**src/rtl/ca_parity_pkg.sv**
```systemverilog
package ca_parity_pkg;

    // Classification of the most recently captured cycle
    typedef enum logic [2:0] {
        CAP_IDLE    = 3'd0,
        CAP_CMD_OK  = 3'd1,
        CAP_CMD_BAD = 3'd2,
        CAP_CW_OK   = 3'd3,
        CAP_CW_BAD  = 3'd4
    } cap_state_e;

    typedef struct packed {
        logic ras_n;
        logic cas_n;
        logic we_n;
    } cmd_t;

endpackage

```
**src/rtl/ca_parity_tree.sv**
```systemverilog
// Odd-count detector: a ripple of XOR stages, one per input bit
module ca_parity_tree #(
    parameter int W = 23
) (
    input  logic [W-1:0] vec,
    output logic         odd
);
    logic [W:0] acc;

    assign acc[0] = 1'b0;
    for (genvar i = 0; i < W; i++) begin : g_stage
        assign acc[i+1] = acc[i] ^ vec[i];
    end
    assign odd = acc[W];
endmodule

```
**src/rtl/ca_cycle_decode.sv**
```systemverilog
// Next-state decode: classifies the cycle on the inputs
module ca_cycle_decode
    import ca_parity_pkg::*;
#(
    parameter int NRANK = 2
) (
    input  logic [NRANK-1:0] cs_n,
    input  cmd_t             cmd,
    input  logic             odd,
    output cap_state_e       nxt
);
    logic all_sel;
    logic any_sel;
    logic mrs;

    always_comb begin
        all_sel = (cs_n == '0);
        any_sel = ~(&cs_n);
        mrs     = ~cmd.ras_n & ~cmd.cas_n & ~cmd.we_n;
        if (all_sel && mrs)
            nxt = odd ? CAP_CW_BAD : CAP_CW_OK;
        else if (any_sel)
            nxt = odd ? CAP_CMD_BAD : CAP_CMD_OK;
        else
            nxt = CAP_IDLE;
    end
endmodule

```
**src/rtl/ca_cw_file.sv**
```systemverilog
// Control-word storage, one register per index
module ca_cw_file #(
    parameter int IDX_W  = 4,
    parameter int DATA_W = 4
) (
    input  logic                          clk,
    input  logic                          rst_n,
    input  logic                          wr_en,
    input  logic [IDX_W-1:0]              wr_idx,
    input  logic [DATA_W-1:0]             wr_data,
    output logic [(1<<IDX_W)*DATA_W-1:0]  words
);
    localparam int NW = 1 << IDX_W;

    for (genvar k = 0; k < NW; k++) begin : g_word
        logic [DATA_W-1:0] q;
        always_ff @(posedge clk or negedge rst_n) begin
            if (!rst_n)
                q <= '0;
            else if (wr_en && (wr_idx == IDX_W'(k)))
                q <= wr_data;
        end
        assign words[k*DATA_W +: DATA_W] = q;
    end
endmodule

```
**src/rtl/ca_parity_reg.sv**
```systemverilog
module ca_parity_reg
    import ca_parity_pkg::*;
#(
    parameter int AW       = 16,
    parameter int BW       = 3,
    parameter int NRANK    = 2,
    parameter int CW_IDX_W = 4,
    parameter int CW_DW    = 4
) (
    input  logic                            clk,
    input  logic                            rst_n,
    input  logic [AW-1:0]                   ca_addr,
    input  logic [BW-1:0]                   ca_bank,
    input  logic                            ca_ras_n,
    input  logic                            ca_cas_n,
    input  logic                            ca_we_n,
    input  logic [NRANK-1:0]                ca_cs_n,
    input  logic [NRANK-1:0]                ca_cke,
    input  logic [NRANK-1:0]                ca_odt,
    input  logic                            ca_par,
    output logic [AW-1:0]                   dr_addr,
    output logic [BW-1:0]                   dr_bank,
    output logic                            dr_ras_n,
    output logic                            dr_cas_n,
    output logic                            dr_we_n,
    output logic [NRANK-1:0]                dr_cs_n,
    output logic [NRANK-1:0]                dr_cke,
    output logic [NRANK-1:0]                dr_odt,
    output logic                            perr_n,
    output logic [(1<<CW_IDX_W)*CW_DW-1:0]  cw_words
);
    localparam int PAR_W = AW + BW + 4;

    cap_state_e           state;
    cap_state_e           nxt;
    cmd_t                 cmd_in;
    logic                 odd;
    logic [CW_IDX_W-1:0]  cw_idx;
    logic [CW_DW-1:0]     cw_data;
    logic                 cw_wr;

    assign cmd_in  = '{ras_n: ca_ras_n, cas_n: ca_cas_n, we_n: ca_we_n};
    assign cw_idx  = {ca_bank[BW-1], ca_addr[CW_IDX_W-2:0]};
    assign cw_data = ca_addr[CW_IDX_W-1 +: CW_DW];
    assign cw_wr   = (nxt == CAP_CW_OK);

    ca_parity_tree #(.W(PAR_W)) u_tree (
        .vec ({ca_addr, ca_bank, ca_ras_n, ca_cas_n, ca_we_n, ca_par}),
        .odd (odd)
    );

    ca_cycle_decode #(.NRANK(NRANK)) u_dec (
        .cs_n (ca_cs_n),
        .cmd  (cmd_in),
        .odd  (odd),
        .nxt  (nxt)
    );

    ca_cw_file #(.IDX_W(CW_IDX_W), .DATA_W(CW_DW)) u_cw (
        .clk     (clk),
        .rst_n   (rst_n),
        .wr_en   (cw_wr),
        .wr_idx  (cw_idx),
        .wr_data (cw_data),
        .words   (cw_words)
    );

    // State register
    always_ff @(posedge clk or negedge rst_n) begin
        if (!rst_n) state <= CAP_IDLE;
        else        state <= nxt;
    end

    // Registered forwarding path
    always_ff @(posedge clk or negedge rst_n) begin
        if (!rst_n) begin
            dr_addr  <= '0;
            dr_bank  <= '0;
            dr_ras_n <= 1'b1;
            dr_cas_n <= 1'b1;
            dr_we_n  <= 1'b1;
            dr_cs_n  <= '1;
            dr_cke   <= '0;
            dr_odt   <= '0;
        end else begin
            dr_addr  <= ca_addr;
            dr_bank  <= ca_bank;
            dr_ras_n <= ca_ras_n;
            dr_cas_n <= ca_cas_n;
            dr_we_n  <= ca_we_n;
            dr_cke   <= ca_cke;
            dr_odt   <= ca_odt;
            unique case (nxt)
                CAP_CW_OK, CAP_CW_BAD:                dr_cs_n <= '1;
                CAP_IDLE, CAP_CMD_OK, CAP_CMD_BAD:    dr_cs_n <= ca_cs_n;
                default:                              dr_cs_n <= '1;
            endcase
        end
    end

    // Error output from the state
    always_comb begin
        unique case (state)
            CAP_CMD_BAD, CAP_CW_BAD:            perr_n = 1'b0;
            CAP_IDLE, CAP_CMD_OK, CAP_CW_OK:    perr_n = 1'b1;
            default:                            perr_n = 1'b1;
        endcase
    end
endmodule

```
**config.mk**
```make
export PLATFORM = sky130hd
export DESIGN_NAME = ca_parity_reg
export DESIGN_NICKNAME = d
export VERILOG_FILES = /design/src/rtl/ca_parity_pkg.sv /design/src/rtl/ca_parity_tree.sv /design/src/rtl/ca_cycle_decode.sv /design/src/rtl/ca_cw_file.sv /design/src/rtl/ca_parity_reg.sv
export SDC_FILE = /design/constraint.sdc
export NUM_CORES = 1
export LEC_CHECK = 0
export BUFFER_PORTS_ARGS = -buffer_cell sky130_fd_sc_hd__clkbuf_2
export CAP_MARGIN = 0
export CORE_ASPECT_RATIO = 0.8
export CORE_MARGIN = 1
export CORE_UTILIZATION = 45
export DETAILED_ROUTE_END_ITERATION = 12
export GPL_TIMING_DRIVEN = 0
export PLACE_DENSITY = 0.73
export SYNTH_ARGS = -nofsm -noshare
export SYNTH_HDL_FRONTEND = slang
export SYNTH_SLANG_ARGS = --single-unit
```
**constraint.sdc**
```tcl
create_clock -name clk -period 1 [get_ports clk]
set_input_delay 0.05 -clock clk [delete_from_list [all_inputs] [get_ports clk]]
set_output_delay 0.05 -clock clk [all_outputs]
set_load 0.02 [all_outputs]
```
==> key figures <==
Final layout
  – Share of cells above drive strength 1: 60.6%
  – Final non-filler cell total: 532
  – Fin area: 0.00557 mm²
  – Final #Nets: 450
  – Area growth from synthesis to layout: 51.2%
  – Ant diodes: 0

GRT
  – First-pass GRT wire length: 13.4 mm
  – Number of global-route vias before repair: 2,611
  – GR Util All Layers: 21.1%
  – Initial antenna violation count: 0
  – Pin count of the biggest net entering global routing: 67
  – Grt ovf: 0

Timing
  – Final Slew Violations: 0
  – Setup TNS Final: -66.43 ns
  – Tcrit/Tclk final: 210%
  – Final worst slack: -1.10 ns
  – Min Tclk post-route: 2.10 ns
  – RSZ-0062 raised after global routing: true
  – Final hold vios: 1
  – Clock Skew: 0 ns
  – Final setup violation count: 73
  – Worst-margin pin slew: 0.627 ns
  – WHS: -0.00545 ns
  – Fmax: 477 MHz
  – Slew HR: 58.0%

Critical path
  – Startpoint Class: primary input
  – CP required: 1.25 ns
  – Slowest stage cell, crit path: xnor3_1
  – Slowest Stage Delay on Critical Path: 0.38 ns
  – Crit path max fanout: 6
  – Critical path class: in -> reg
  – CP arrival: 2.34 ns
  – Cells along the critical path: buf_6 > xnor3_1 > xnor3_1 > xnor3_2 > xor2_2 > buf_6 > buf_6 > nor4b_4 > buf_6 > mux2_4
  – Most frequent CP cell: buf_6
  – CP endpoint kind: flop

Power and ir drop
  – Power per cell area: 1840 mW/mm²
  – Comb power frac: 35.9%
  – Clk pwr share: 22.1%
  – Internal: 7040 µW
  – Sw power: 3220 µW
  – Flop pwr share: 42.0%
  – Worst VDD drop: 1.08 mV
  – Leakage power figure: 0.00288 µW
  – Sw Share: 31.4%

Yosys
  – Synthesized flop and latch total: 95
  – Synth unique cells: 24
  – Top_reg_cell synth: dfrtp_1
  – Synth area leaders: dfrtp_1 (61%), mux2_2 (17%), dfstp_2 (3.6%)
  – Warnings, synthesis: 0
  – Post-Syn Area: 0.00368 mm²
  – Async set-or-reset flop fraction in the synthesized netlist: 100%
  – Syn Area/Cell: 16.2 µm²
  – Most common cell in the netlist: dfrtp_1
  – Syn nets: 258
  – Top cell type's share of synthesized area: 61.2%
  – Seq/Total Area, Yosys: 64.7%
  – Leading area contributor after synthesis: dfrtp_1
  – Most instantiated cells after synthesis: dfrtp_1 (90), mux2_2 (56), xnor2_1 (14)
  – Syn Inst Count: 227
  – EDFF count, synth: 0

Place
  – Dpl cell area: 0.00448 mm²
  – Dpl hpwl: 5.47 mm
  – DP Cell Count: 459
  – Port bufs: 123
  – Final GP Congestion: 0.716
  – Place WS: -1.54 ns

Clock network
  – Worst-skew pair later-pin latency: 0.36 ns
  – CTS Buf Count: 9
  – Clk buf depth: 2
  – Root Buffer: clkbuf_8
  – Clock transition at path regs: 0.09 ns
  – Clock sinks: 95
  – TritonCTS clock tree: done
  – H-tree depth: 3

Status
  – Run status: finished, violations left
  – Failing checks: negative hold slack, negative setup slack

Min path
  – Hold Crit Class: in -> reg

Route
  – Routed WL: 9.00 mm
  – Avg Vias per Cell: 4.87
  – Via count: 2,591
  – Drt drc: 0
  – Routed WL per cell: 16.9 µm
  – Final antenna-violating net count: 0
  – Detailed Route Iter0 Violations: 116
  – Drt first pass iters: 4

Floorplan
  – Die X: 103 µm
  – I/O pin total: 124
  – Die area: 0.00855 mm²
  – Die H: 82.9 µm
  – Placement Rows: 29
  – Core region area: 0.00795 mm²
  – Initial Util: 46.3%

Job
  – Max_cap viols: 0
[area by class of cell]
cell class | instances | area [µm²]
timing repair buffer | 183 | 1390
clock inverter | 6 | 45.0
inverter | 1 | 3.75
tap | 108 | 135
clock buffer | 10 | 128
multi-input combinational | 123 | 1440
fill | 564 | 2380
sequential | 95 | 2380
buffer | 6 | 40.0
[registers in the layout, summed over array words and instances, names as in the netlist]
| signal | cells |
|---|---|
| dr_addr | 16 |
| dr_ras_n | 1 |
| state | 3 |
| dr_bank | 3 |
| dr_cs_n | 2 |
| dr_odt | 2 |
| u_cw.g_word.q | 64 |
| dr_cas_n | 1 |
| dr_we_n | 1 |
| dr_cke | 2 |
[layout by cell type, fill, tap and decap left out, types with 5 or more instances in the layout]
cell / n
buf_2: 13
buf_4: 15
buf_6: 32
buf_8: 5
clkbuf_1: 5
clkbuf_2: 85
clkbuf_8: 11
dfrtp_1: 90
dfstp_2: 5
dlygate4sd3_1: 29
mux2_2: 35
mux2_4: 29
nand2b_1: 5
nand4_1: 6
xnor2_1: 12
[what timing repair did]
action | in CTS | in global routing
cloned | 0 | 1
endpoints found under the setup margin | 73 | 100
buffers inserted | 15 | 15
hold buffers | 25 | 4
pin swaps | 4 | 18
resized for setup | 20 | 109
endpoints found under the hold margin | 58 | 5
[stage by stage]
| stage | util [%] | power (µW) |
|---|---|---|
| finish | 70.1 | 10300 |
| global route | 70.1 | 10700 |
| CTS | 64.8 | 9290 |
| detailed placement | 56.4 | 6290 |
| global placement | 56.0 | 6220 |
| floorplan | - | 5620 |
[critical path, delay by kind of cell]
family	cells	cell delay, ns
multiplexers	1	0.30
buffers and inverters	4	0.51
AND/OR/NAND/NOR	1	0.27
XOR/XNOR	4	1.21
[routing by layer]
| metal | vias up | wire length, µm | global-route usage, % |
|---|---|---|---|
| li1 | 1176 | - | - |
| met1 | 1319 | 3890 | 28.0 |
| met2 | 86 | 4390 | 33.5 |
| met3 | 10 | 606 | 6.82 |
| met4 | 0 | 105 | 5.51 |
| met5 | - | 0 | 0 |
[worst paths after layout]
check / start / endpoint / slack [ns] / cells past startpoint
worst max-delay path: ca_addr[12] / u_cw.g_word[13].q[0] / -1.10 / 10
worst min-delay path: ca_cas_n / dr_cs_n[1] / -0.005 / 3
worst max register to register: u_cw.g_word[10].q[1] / u_cw.g_word[10].q[1] / 0.10 / 2
worst min register to register: u_cw.g_word[4].q[2] / u_cw.g_word[4].q[2] / 0.51 / 1
max in group asynchronous: rst_n / u_cw.g_word[15].q[0] / 0.16 / 3
min in group asynchronous: rst_n / u_cw.g_word[3].q[0] / 0.18 / 2
[cells by family after synthesis]
| family | after synthesis | synth area share (%) |
|---|---|---|
| AOI/OAI and AO/OA | 3 | 0.408 |
| DFF | 95 | 64.7 |
| xor gates and xnor gates | 21 | 6.12 |
| buffers and inverters | 10 | 1.63 |
| muxes | 64 | 20.4 |
| and+or+nand+nor | 34 | 6.73 |
[power groups by stage]
| stage | clock, µW | sequential (µW) | combinational [µW] |
|---|---|---|---|
| finish | 2270 | 4310 | 3680 |
| floorplan | 0 | 4700 | 925 |
| detailed placement | 0 | 4370 | 1920 |
| global route | 2470 | 4340 | 3890 |
| CTS | 2330 | 4290 | 2670 |
| global placement | 0 | 4350 | 1870 |
No activity file was read; power rests on OpenSTA's default activity.
